--- src/rtl/eep_wp_pkg.sv ---
package eep_wp_pkg;

  localparam logic [7:0] OP_WREN  = 8'h06;
  localparam logic [7:0] OP_WRDI  = 8'h04;
  localparam logic [7:0] OP_RDSR  = 8'h05;
  localparam logic [7:0] OP_WRSR  = 8'h01;
  localparam logic [7:0] OP_READ  = 8'h03;
  localparam logic [7:0] OP_WRITE = 8'h02;

  typedef enum logic [2:0] {
    PH_OPC,
    PH_ADDR,
    PH_DATA,
    PH_STAT,
    PH_STREAM,
    PH_IDLE
  } phase_t;

  // top2 holds the two most significant address bits
  function automatic logic range_locked(input logic [1:0] prot, input logic [1:0] top2);
    case (prot)
      2'b00:   range_locked = 1'b0;
      2'b01:   range_locked = (top2 == 2'b11);
      2'b10:   range_locked = top2[1];
      default: range_locked = 1'b1;
    endcase
  endfunction

endpackage

--- src/rtl/eep_spi_front.sv ---
module eep_spi_front #(
  parameter int SYNC = 2
) (
  input  logic       clk,
  input  logic       rst_n,
  input  logic       cs_n,
  input  logic       sck,
  input  logic       mosi,
  input  logic       tx_load,
  input  logic [7:0] tx_byte,
  output logic       frame_start,
  output logic       frame_end,
  output logic       byte_done,
  output logic [7:0] rx_byte,
  output logic       on_boundary,
  output logic [1:0] nbytes,
  output logic       miso
);

  logic [SYNC-1:0] cs_s, sck_s, mosi_s;
  logic            cs_d, sck_d;
  logic            cs_now, active, sck_rise, sck_fall, mosi_now;
  logic [2:0]      bit_idx;
  logic [6:0]      rx_sh;
  logic [7:0]      tx_sh;
  logic            miso_q;

  assign cs_now      = cs_s[SYNC-1];
  assign mosi_now    = mosi_s[SYNC-1];
  assign active      = !cs_now;
  assign frame_start = cs_d && !cs_now;
  assign frame_end   = !cs_d && cs_now;
  assign sck_rise    = sck_s[SYNC-1] && !sck_d && active;
  assign sck_fall    = !sck_s[SYNC-1] && sck_d && active;
  assign on_boundary = (bit_idx == 3'd0);
  assign miso        = miso_q;

  // input synchronizers
  always_ff @(posedge clk or negedge rst_n) begin
    if (!rst_n) begin
      cs_s   <= '1;
      sck_s  <= '0;
      mosi_s <= '0;
      cs_d   <= 1'b1;
      sck_d  <= 1'b0;
    end else begin
      cs_s   <= {cs_s[SYNC-2:0], cs_n};
      sck_s  <= {sck_s[SYNC-2:0], sck};
      mosi_s <= {mosi_s[SYNC-2:0], mosi};
      cs_d   <= cs_now;
      sck_d  <= sck_s[SYNC-1];
    end
  end

  // receive side: bit position, byte count, byte strobe
  always_ff @(posedge clk or negedge rst_n) begin
    if (!rst_n) begin
      bit_idx   <= '0;
      nbytes    <= '0;
      rx_sh     <= '0;
      rx_byte   <= '0;
      byte_done <= 1'b0;
    end else begin
      byte_done <= 1'b0;
      if (frame_start) begin
        bit_idx <= '0;
        nbytes  <= '0;
      end else if (sck_rise) begin
        rx_sh   <= {rx_sh[5:0], mosi_now};
        bit_idx <= bit_idx + 3'd1;
        if (bit_idx == 3'd7) begin
          byte_done <= 1'b1;
          rx_byte   <= {rx_sh, mosi_now};
          if (nbytes != 2'd3) nbytes <= nbytes + 2'd1;
        end
      end
    end
  end

  // transmit side: load on byte strobe, shift on falling edge
  always_ff @(posedge clk or negedge rst_n) begin
    if (!rst_n) begin
      tx_sh  <= '0;
      miso_q <= 1'b0;
    end else if (!active) begin
      tx_sh  <= '0;
      miso_q <= 1'b0;
    end else if (tx_load) begin
      tx_sh <= tx_byte;
    end else if (sck_fall) begin
      miso_q <= tx_sh[7];
      tx_sh  <= {tx_sh[6:0], 1'b0};
    end
  end

  assert_miso_idle_R8: assert property (@(posedge clk) disable iff (!rst_n)
    cs_now |=> !miso_q);

endmodule

--- src/rtl/eep_array.sv ---
module eep_array import eep_wp_pkg::*; #(
  parameter int AW = 7,
  parameter int DW = 8
) (
  input  logic          clk,
  input  logic          rst_n,
  input  logic [1:0]    prot,
  input  logic          wr_req,
  input  logic [AW-1:0] wr_addr,
  input  logic [DW-1:0] wr_data,
  input  logic [AW-1:0] rd_addr,
  output logic [DW-1:0] rd_data,
  output logic          wr_taken
);

  localparam int DEPTH = 1 << AW;

  logic [DW-1:0] mem_q [DEPTH];
  logic          locked;

  assign locked   = range_locked(prot, wr_addr[AW-1 -: 2]);
  assign wr_taken = wr_req && !locked;
  assign rd_data  = mem_q[rd_addr];

  always_ff @(posedge clk or negedge rst_n) begin
    if (!rst_n) begin
      for (int i = 0; i < DEPTH; i++) mem_q[i] <= '0;
    end else if (wr_taken) begin
      mem_q[wr_addr] <= wr_data;
    end
  end

  assert_top_lock_R4: assert property (@(posedge clk) disable iff (!rst_n)
    (wr_taken && prot != 2'b00) |-> !wr_addr[AW-1] || prot == 2'b01 && !wr_addr[AW-2]);

endmodule

--- src/rtl/eep_cmd.sv ---
module eep_cmd import eep_wp_pkg::*; #(
  parameter int AW          = 7,
  parameter int PROG_CYCLES = 64
) (
  input  logic          clk,
  input  logic          rst_n,
  input  logic          frame_start,
  input  logic          frame_end,
  input  logic          on_boundary,
  input  logic [1:0]    nbytes,
  input  logic          byte_done,
  input  logic [7:0]    rx_byte,
  input  logic [7:0]    rd_data,
  input  logic          wr_taken,
  output logic          tx_load,
  output logic [7:0]    tx_byte,
  output logic [AW-1:0] rd_addr,
  output logic          wr_req,
  output logic [AW-1:0] wr_addr,
  output logic [7:0]    wr_data,
  output logic [1:0]    prot
);

  localparam int CW = $clog2(PROG_CYCLES + 1);
  localparam logic [CW-1:0] LAST_CNT = CW'(PROG_CYCLES - 1);

  phase_t        phase_q;
  logic [7:0]    opc_q;
  logic          armed_q;
  logic [AW-1:0] addr_q;
  logic [7:0]    data_q;
  logic          wel_q, wip_q;
  logic [1:0]    bp_q;
  logic [CW-1:0] cnt_q;
  logic [7:0]    status;
  logic          commit_ok, wrsr_go;

  assign status    = {4'hF, bp_q, wel_q, wip_q};
  assign commit_ok = frame_end && on_boundary;
  assign wr_req    = commit_ok && opc_q == OP_WRITE && armed_q && wel_q && nbytes == 2'd3;
  assign wrsr_go   = commit_ok && opc_q == OP_WRSR && armed_q && wel_q && nbytes >= 2'd2;
  assign wr_addr   = addr_q;
  assign wr_data   = data_q;
  assign prot      = bp_q;
  assign tx_load   = byte_done;
  assign rd_addr   = (phase_q == PH_ADDR) ? rx_byte[AW-1:0] : addr_q;

  always_comb begin
    tx_byte = '0;
    if ((phase_q == PH_OPC && rx_byte == OP_RDSR) || phase_q == PH_STAT)
      tx_byte = status;
    else if ((phase_q == PH_ADDR && opc_q == OP_READ) || phase_q == PH_STREAM)
      tx_byte = rd_data;
  end

  always_ff @(posedge clk or negedge rst_n) begin
    if (!rst_n) begin
      phase_q <= PH_IDLE;
      opc_q   <= '0;
      armed_q <= 1'b0;
      addr_q  <= '0;
      data_q  <= '0;
      wel_q   <= 1'b0;
      wip_q   <= 1'b0;
      bp_q    <= '0;
      cnt_q   <= '0;
    end else begin
      // programming interval
      if (wip_q) begin
        if (cnt_q == LAST_CNT) begin
          wip_q <= 1'b0;
          wel_q <= 1'b0;
        end else begin
          cnt_q <= cnt_q + 1'b1;
        end
      end

      // byte-level decode
      if (frame_start) begin
        phase_q <= PH_OPC;
        opc_q   <= '0;
        armed_q <= 1'b0;
      end else if (byte_done) begin
        case (phase_q)
          PH_OPC: begin
            opc_q <= rx_byte;
            case (rx_byte)
              OP_RDSR:  phase_q <= PH_STAT;
              OP_READ,
              OP_WRITE: phase_q <= wip_q ? PH_IDLE : PH_ADDR;
              OP_WRSR:  phase_q <= wip_q ? PH_IDLE : PH_DATA;
              default:  phase_q <= PH_IDLE;
            endcase
            armed_q <= !wip_q;
          end
          PH_ADDR: begin
            if (opc_q == OP_READ) begin
              addr_q  <= rx_byte[AW-1:0] + 1'b1;
              phase_q <= PH_STREAM;
            end else begin
              addr_q  <= rx_byte[AW-1:0];
              phase_q <= PH_DATA;
            end
          end
          PH_DATA: begin
            data_q  <= rx_byte;
            phase_q <= PH_IDLE;
          end
          PH_STREAM: addr_q <= addr_q + 1'b1;
          default: ;
        endcase
      end

      // frame-level commit
      if (commit_ok && nbytes != 2'd0) begin
        if (opc_q == OP_WREN) wel_q <= 1'b1;
        if (opc_q == OP_WRDI) wel_q <= 1'b0;
      end
      if (wrsr_go) begin
        bp_q  <= data_q[3:2];
        wip_q <= 1'b1;
        cnt_q <= '0;
      end
      if (wr_taken) begin
        wip_q <= 1'b1;
        cnt_q <= '0;
      end
    end
  end

  assert_start_needs_wel_R3: assert property (@(posedge clk) disable iff (!rst_n)
    $rose(wip_q) |-> $past(wel_q));

  assert_start_on_boundary_R5: assert property (@(posedge clk) disable iff (!rst_n)
    $rose(wip_q) |-> $past(frame_end && on_boundary));

  assert_end_clears_wel_R6: assert property (@(posedge clk) disable iff (!rst_n)
    $fell(wip_q) |-> (!wel_q || $past(frame_end)));

  assert_prot_frozen_R7: assert property (@(posedge clk) disable iff (!rst_n)
    wip_q |=> $stable(bp_q));

endmodule

--- src/rtl/eep_wp_ctrl.sv ---
module eep_wp_ctrl #(
  parameter int AW          = 7,
  parameter int PROG_CYCLES = 64,
  parameter int SYNC        = 2
) (
  input  logic clk,
  input  logic rst_n,
  input  logic spi_cs_n,
  input  logic spi_sck,
  input  logic spi_mosi,
  output logic spi_miso
);

  localparam int DW = 8;

  logic          frame_start, frame_end, byte_done, on_boundary;
  logic [1:0]    nbytes, prot;
  logic [DW-1:0] rx_byte, tx_byte, rd_data, wr_data;
  logic          tx_load, wr_req, wr_taken;
  logic [AW-1:0] rd_addr, wr_addr;

  eep_spi_front #(.SYNC(SYNC)) u_front (
    .clk(clk), .rst_n(rst_n),
    .cs_n(spi_cs_n), .sck(spi_sck), .mosi(spi_mosi),
    .tx_load(tx_load), .tx_byte(tx_byte),
    .frame_start(frame_start), .frame_end(frame_end),
    .byte_done(byte_done), .rx_byte(rx_byte),
    .on_boundary(on_boundary), .nbytes(nbytes),
    .miso(spi_miso)
  );

  eep_cmd #(.AW(AW), .PROG_CYCLES(PROG_CYCLES)) u_cmd (
    .clk(clk), .rst_n(rst_n),
    .frame_start(frame_start), .frame_end(frame_end),
    .on_boundary(on_boundary), .nbytes(nbytes),
    .byte_done(byte_done), .rx_byte(rx_byte),
    .rd_data(rd_data), .wr_taken(wr_taken),
    .tx_load(tx_load), .tx_byte(tx_byte),
    .rd_addr(rd_addr), .wr_req(wr_req),
    .wr_addr(wr_addr), .wr_data(wr_data), .prot(prot)
  );

  eep_array #(.AW(AW), .DW(DW)) u_array (
    .clk(clk), .rst_n(rst_n), .prot(prot),
    .wr_req(wr_req), .wr_addr(wr_addr), .wr_data(wr_data),
    .rd_addr(rd_addr), .rd_data(rd_data), .wr_taken(wr_taken)
  );

endmodule

--- config.mk ---
export PLATFORM = sky130hd
export DESIGN_NAME = eep_wp_ctrl
export DESIGN_NICKNAME = d
export VERILOG_FILES = /design/src/rtl/eep_wp_pkg.sv /design/src/rtl/eep_spi_front.sv /design/src/rtl/eep_array.sv /design/src/rtl/eep_cmd.sv /design/src/rtl/eep_wp_ctrl.sv
export SDC_FILE = /design/constraint.sdc
export NUM_CORES = 2
export LEC_CHECK = 0
export BUFFER_PORTS_ARGS = -buffer_cell sky130_fd_sc_hd__buf_2
export CAP_MARGIN = 10
export CORE_MARGIN = 4
export CORE_UTILIZATION = 64
export DETAILED_ROUTE_END_ITERATION = 10
export PLACE_DENSITY_LB_ADDON = 0.12
export SYNTH_ARGS = -nofsm -noshare
export SYNTH_HDL_FRONTEND = slang
export SYNTH_SLANG_ARGS = --single-unit
export TNS_END_PERCENT = 1
--- constraint.sdc ---
create_clock -name clk -period 3.14 [get_ports clk]
set_clock_uncertainty 0.05 [all_clocks]
set_input_delay 0.471 -clock clk [delete_from_list [all_inputs] [get_ports clk]]
set_output_delay 0.471 -clock clk [all_outputs]
set_load 0.03 [all_outputs]
Yosys cells after proc, flatten, opt, wreduce, memory -nomap -nowiden
Cells that the tools add are included.
{ "classes": {"bitwise_logic": 3, "n_eq_ne": 22, "n_reduce_logical": 52, "muxes": 53, "addsub": 5, "order_cmp": 4} }
{ "op_table": {"columns": ["op", "n"], "rows": [
  ["$bwmux 1024", 1],
  ["$mux 8", 11],
  ["$bmux 8 s7", 1],
  ["$demux 8 s7", 1],
  ["$mux 7", 6],
  ["$eq 8x2->1 const B", 4],
  ["$eq 8x3->1 const B", 3],
  ["$add 7x1->7 const B", 3],
  ["$mux 3", 7],
  ["$logic_and 1x1->1", 20],
  ["$mux 1", 18],
  ["$pmux 3 s3", 2],
  ["$eq 8x1->1 const B", 2],
  ["$ge 8x8->1 const B", 2],
  ["$not 7->8", 2],
  ["$reduce_bool 2->1", 8],
  ["$pmux 7 s2", 1],
  ["$reduce_and 3->1", 4],
  ["$reduce_and 2->1", 5],
  ["$lt 8x1->1 const B", 1],
  ["$mux 2", 4],
  ["$eq 7x6->1 const B", 1],
  ["$eq 2x2->1 const B", 3],
  ["$eq 3x2->1 const B", 2],
  ["17 further kinds", 27]
]} }
{ "totals": {"out_inout_bits": 1, "register_bits": 1100, "wordCells": 288} }

Depth between registers and ports, before layout
{ "depth": {"ltp_word": 10, "depth_mapped": 14, "ltp_nobuf": 9} }

By module
From an unflattened synthesis, not the netlist that was laid out.
{ "unflattened": {"hier_cells": 3173, "area_unflattened_um2": 50521.0} }
{ "by_module_without_submodules": {"columns": ["mod", "cells_each", "area_per_inst_um2", "n_inst"], "rows": [
  ["eep_array", 2792, 46545.9, 1],
  ["eep_cmd", 258, 2361.0, 1],
  ["eep_spi_front", 123, 1614.0, 1]
]} }

Worst setup path after synthesis
No wires, ideal clock.
{ "synth_path": {"path_type": "reg-to-reg", "from": "register u_cmd.phase_q[0]", "to": "register u_front.tx_sh[1]", "arrival_time_ns": 2.651, "path_stages_with_launch": 12, "synth_period_minus_slack_ns": 2.802, "n_path_buf": 5, "setup_ns": 0.101, "required_ns": 2.989, "slack_ns": 0.338, "path_cell_list": "dfstp_2 or3b_1 buf_4 a21o_1 buf_4 buf_6 buf_6 buf_2 mux2i_1 a2111oi_0 nor4_1 nor4_1"} }
{ "synth_between": {"elab_chain_len": 10} }
{ "synth_lines": {"columns": ["item", "line", "text"], "rows": [
  ["from (decl)", "eep_cmd.sv:27", "phase_t phase_q;"],
  ["from (signal assigned)", "eep_cmd.sv:90", "OP_WRITE: phase_q <= wip_q ? PH_IDLE : PH_ADDR;"],
  ["from (signal assigned)", "eep_cmd.sv:91", "OP_WRSR: phase_q <= wip_q ? PH_IDLE : PH_DATA;"],
  ["$eq 3x1->1", "eep_cmd.sv:46, eep_cmd.sv:52", null],
  ["$mux 7", "eep_cmd.sv:46", "assign rd_addr = (phase_q == PH_ADDR) ? rx_byte[AW-1:0] : addr_q;"],
  ["$not 7->8 (not written as such)", "eep_array.sv:23", "assign rd_data = mem_q[rd_addr];"],
  ["$bmux 8 s7", "eep_array.sv:23", null],
  ["$mux 8 (not written as such) (2 in a row)", "eep_array.sv:23", null],
  ["$mux 8", "eep_cmd.sv:52", "else if ((phase_q == PH_ADDR && opc_q == OP_READ) || phase_q == PH_STREAM)"],
  ["$mux 8 (*)", "eep_cmd.sv:50", "if ((phase_q == PH_OPC && rx_byte == OP_RDSR) || phase_q == PH_STAT)"],
  ["$mux 8 (*)", "eep_spi_front.sv:88", "end else if (tx_load) begin"],
  ["$mux 8 (*)", "eep_spi_front.sv:85", "end else if (!active) begin"],
  ["to (signal assigned)", "eep_spi_front.sv:89", "tx_sh <= tx_byte;"],
  ["to (signal assigned)", "eep_spi_front.sv:92", "tx_sh <= {tx_sh[6:0], 1'b0};"],
  ["to (decl)", "eep_spi_front.sv:25", "logic [7:0] tx_sh;"]
]} }
Mark *: on every way between the ends. The rest lies on a longest branch, timed or not. The select of a mux whose other input is x is not followed.
A chain may end at the register's enable or synchronous reset.

Final worst setup path
{ "layout_path": {"from": "register u_cmd.phase_q[0]", "to": "register u_front.tx_sh[3]"} }
Same word-level chain as after synthesis.

==> results.yml <==
yosys:
  yosysSeqAreaShare_pct: 52.39
  syn_nets: 4614
  synth.avg_cell_area_um2: 11.43
  ys_async_sr_fraction_pct: 100.0
  ys_dominant_reg_cell: "dfrtp_1"
  synth.area.top_cells: "dfrtp_1, mux2_2, nand2_1, mux2i_1, nand3_1"
  netlist_instances: 4598
  synth.distinct_cells: 77
  synth_top_cell_by_area: "dfrtp_1"
  synth.most_common_cell: "dfrtp_1"
  yosys-top-cells-count: "dfrtp_1, mux2_2, nand2_1"
  ys_warn_count: 0
  synth_edf_count: 0
  ys_ff_latch: 1100
  synth_top_area_share_pct: 52.14
  syn_area_mm2: 0.05256
power_and_ir_drop:
  p_per_area_mw_per_mm2: 450.2
  p_seq_share_pct: 49.5
  p_leak_nw: 30.55
  power_frac_clock_pct: 48.9
  total_power_w: 0.02875
  intPower_w: 0.02257
  share_comb_of_total_power_pct: 1.5
  switching_share_pct: 21.50
  net-switching-power_w: 0.006181
  vdd_ir_drop_max_mv: 0.4772
worst_setup_path:
  reg2reg_depth: 13
  crit_required_ns: 3.70
  arrival_ns: 3.91
  start_kind: "flip-flop"
  path_max_fanout: 26
  crit_type: "reg -> reg"
  rrSetupSlack_ns: -0.21
  end_kind: "flip-flop"
  reg2reg_from: "u_cmd.phase_q[0]"
  r2r-end: "u_front.tx_sh[3]"
floorplanning:
  core_mm2: 0.08094
  start_util_pct: 64.93
  io_pins: 6
  die-area_mm2: 0.08677
  placement_rows: 104
  die_y_um: 294.6
  die_w_um: 294.6
placed_design:
  place.gp.congestion: 0.9971
  dp.final_hpwl_mm: 115.0
  portBuffers: 5
clock_tree:
  cts_buffers: 114
  cts.sinks: 1100
  cts_tree: "built"
  clockBufferDepth: 3
  cts_root_buf: "clkbuf_16"
  clk_pin_slew_ns: 0.07
  htreeDepth: 3
  clk_latency_ns: 0.71
global_routing:
  grt_max_degree: 112
  grt_pass1_vias: 41460
  grt.overflow.total: 0
  track_usage_pct: 39.29
  antenna_found_initial: 3
  grt_first_pass_wirelength_mm: 257.9
final_layout:
  post-route-util_pct: 78.90
  drive_gt1_share_pct: 40.69
  area_growth_pct: 21.51
  multi_input_area_mm2: 0.02457
  ff_latch_area_mm2: 0.02756
  fillers: 4920
  nNetsFinal: 5036
flow_run:
  maxCapViolCount: 0
run_status:
  violations: "negative setup slack"
  status: "finished with violations"
timing:
  worst_slew_pin_slew_ns: 1.258
  fin_ws_ns: -0.2136
  rsz0062_at_grt: "yes"
  relSlewSlack_pct: 16.10
  period_needed_ns: 3.354
  slew_violations: 0
  min_period_over_period_pct: 106.8
  setup_viol: 8
  hold_viol_final: 0
  fmax_mhz: 298.2
detailed_routing:
  drt_iter0_drc: 4450
  wl_per_cell_um: 27.70
  detail-route-antenna-nets: 0
  drc_errors: 0
  vias: 40960
  drt-pass1-iter-count: 8
  via_per_inst: 6.627
  wirelength_mm: 171.2
min_path:
  hold_path.class: "in -> async"
how the worst max path moves through the flow:
stage,start,end
after CTS,u_cmd.phase_q[0],u_front.tx_sh[1]
after detailed placement,u_cmd.phase_q[0],u_front.tx_sh[2]
after floorplan,u_cmd.phase_q[0],u_front.tx_sh[1]
after global placement,u_cmd.phase_q[0],u_front.tx_sh[2]
after global routing,u_cmd.phase_q[0],u_front.tx_sh[3]
final,u_cmd.phase_q[0],u_front.tx_sh[3]
through the flow:
stage | instance area, um^2 | worst slack [ns] | hold WS (ns) | instances | setup TNS (ns)
4_1_cts | 63140 | -0.1274 | 0.2651 | 6149 | -0.9007
5_1_grt | 63850 | -0.2624 | 0.2916 | 6177 | -2.150
6_report | 63860 | -0.2136 | 0.2701 | 6181 | -1.401
3_3_place_gp | 58180 | -0.7113 | 0.2817 | 5914 | -5.008
3_5_place_dp | 58180 | -0.6531 | 0.2950 | 5914 | -6.302
2_1_floorplan | 52560 | 0.3378 | 0.1254 | 4598 | 0
registers in the layout, summed over array words and instances (netlist names), 2 cells and up:
register / flops
u_cmd.wr_data: 8
u_cmd.prot: 2
u_cmd.wr_addr: 7
u_front.nbytes: 2
u_front.cs_s: 2
u_front.rx_byte: 8
u_cmd.phase_q: 3
u_front.tx_sh: 8
u_cmd.cnt_q: 7
u_front.bit_idx: 3
u_front.mosi_s: 2
u_front.sck_s: 2
u_front.rx_sh: 7
u_cmd.opc_q: 8
u_array.mem_q: 1024
cell families after synthesis:
| logic type | after synthesis | share of synthesized area (%) |
|---|---|---|
| flops | 1100 | 52.39 |
| simple gates | 1514 | 13.53 |
| compound gates | 401 | 5.097 |
| fa+ha+maj | 11 | 0.2619 |
| xor+xnor | 12 | 0.2000 |
| buf+inv | 344 | 2.850 |
| mux | 1216 | 25.68 |
area by class of cell:
type                            count  area share, %
Clock inverter                     57          1.017
Sequential cell                  1100          43.16
Multi-Input combinational cell   3154          38.47
Timing Repair Buffer              622          9.985
Antenna cell                        4        0.01567
Inverter                           28         0.1646
Clock buffer                      156          5.108
Tap cell                         1060          2.077
placed cells by master, fill, tap and decap left out, types with 23 or more instances in the layout:
master	n
a21oi_1	97
mux2i_1	166
clkbuf_8	23
inv_1	28
clkinv_2	32
nor2_8	26
nand2_1	842
o21ai_0	40
buf_4	459
nor2_2	43
buf_6	30
nor2_1	69
nand4_1	25
a211oi_1	29
buf_12	108
nand2_2	24
nor3_1	24
clkbuf_16	118
mux2_1	25
nand3_1	338
mux2_2	1012
dfrtp_1	1087
a31oi_1	45
timing repair:
| item | 4_1_cts | 5_1_grt |
|---|---|---|
| hold buffers | 4 | 0 |
| endpoints found under the setup margin | 165 | 327 |
| setup buffers | 15 | 27 |
| pin swaps | 37 | 37 |
| resized for setup | 161 | 90 |
| gates cloned | 4 | 3 |
| endpoints found under the hold margin | 41 | 0 |
power by group through the flow:
stage                logic, W  registers [W]  clock network (W)
global route         0.000502         0.0142             0.0147
finish               0.000439         0.0142             0.0141
floorplan           0.0000560         0.0145                  0
detailed placement   0.000448         0.0145                  0
global placement     0.000441         0.0145                  0
CTS                  0.000455         0.0142             0.0141
layer usage:
| metal | track usage, % | up-vias | share of wire, % |
|---|---|---|---|
| met3 | 9.833 | 703 | 9.8 |
| met5 | 0 | - | 0.032 |
| li1 | - | 17140 | - |
| met4 | 21.53 | 2 | 6.7 |
| met2 | 61.17 | 2301 | 46 |
| met1 | 51.07 | 20820 | 38 |
critical path: stages (launching register included):
cell and delay (ns):
dfstp_2 0.57, or3b_4 0.49, buf_12 0.17, a21oi_4 0.20, buf_6 0.13, buf_12 0.17, buf_12 0.20, nor2_1 0.06
a221o_1 0.34, nor4_2 0.17, buf_4 0.20, a31oi_1 0.06, buf_4 0.17, a211oi_1 0.26
Power figures use the tool's default switching activity.
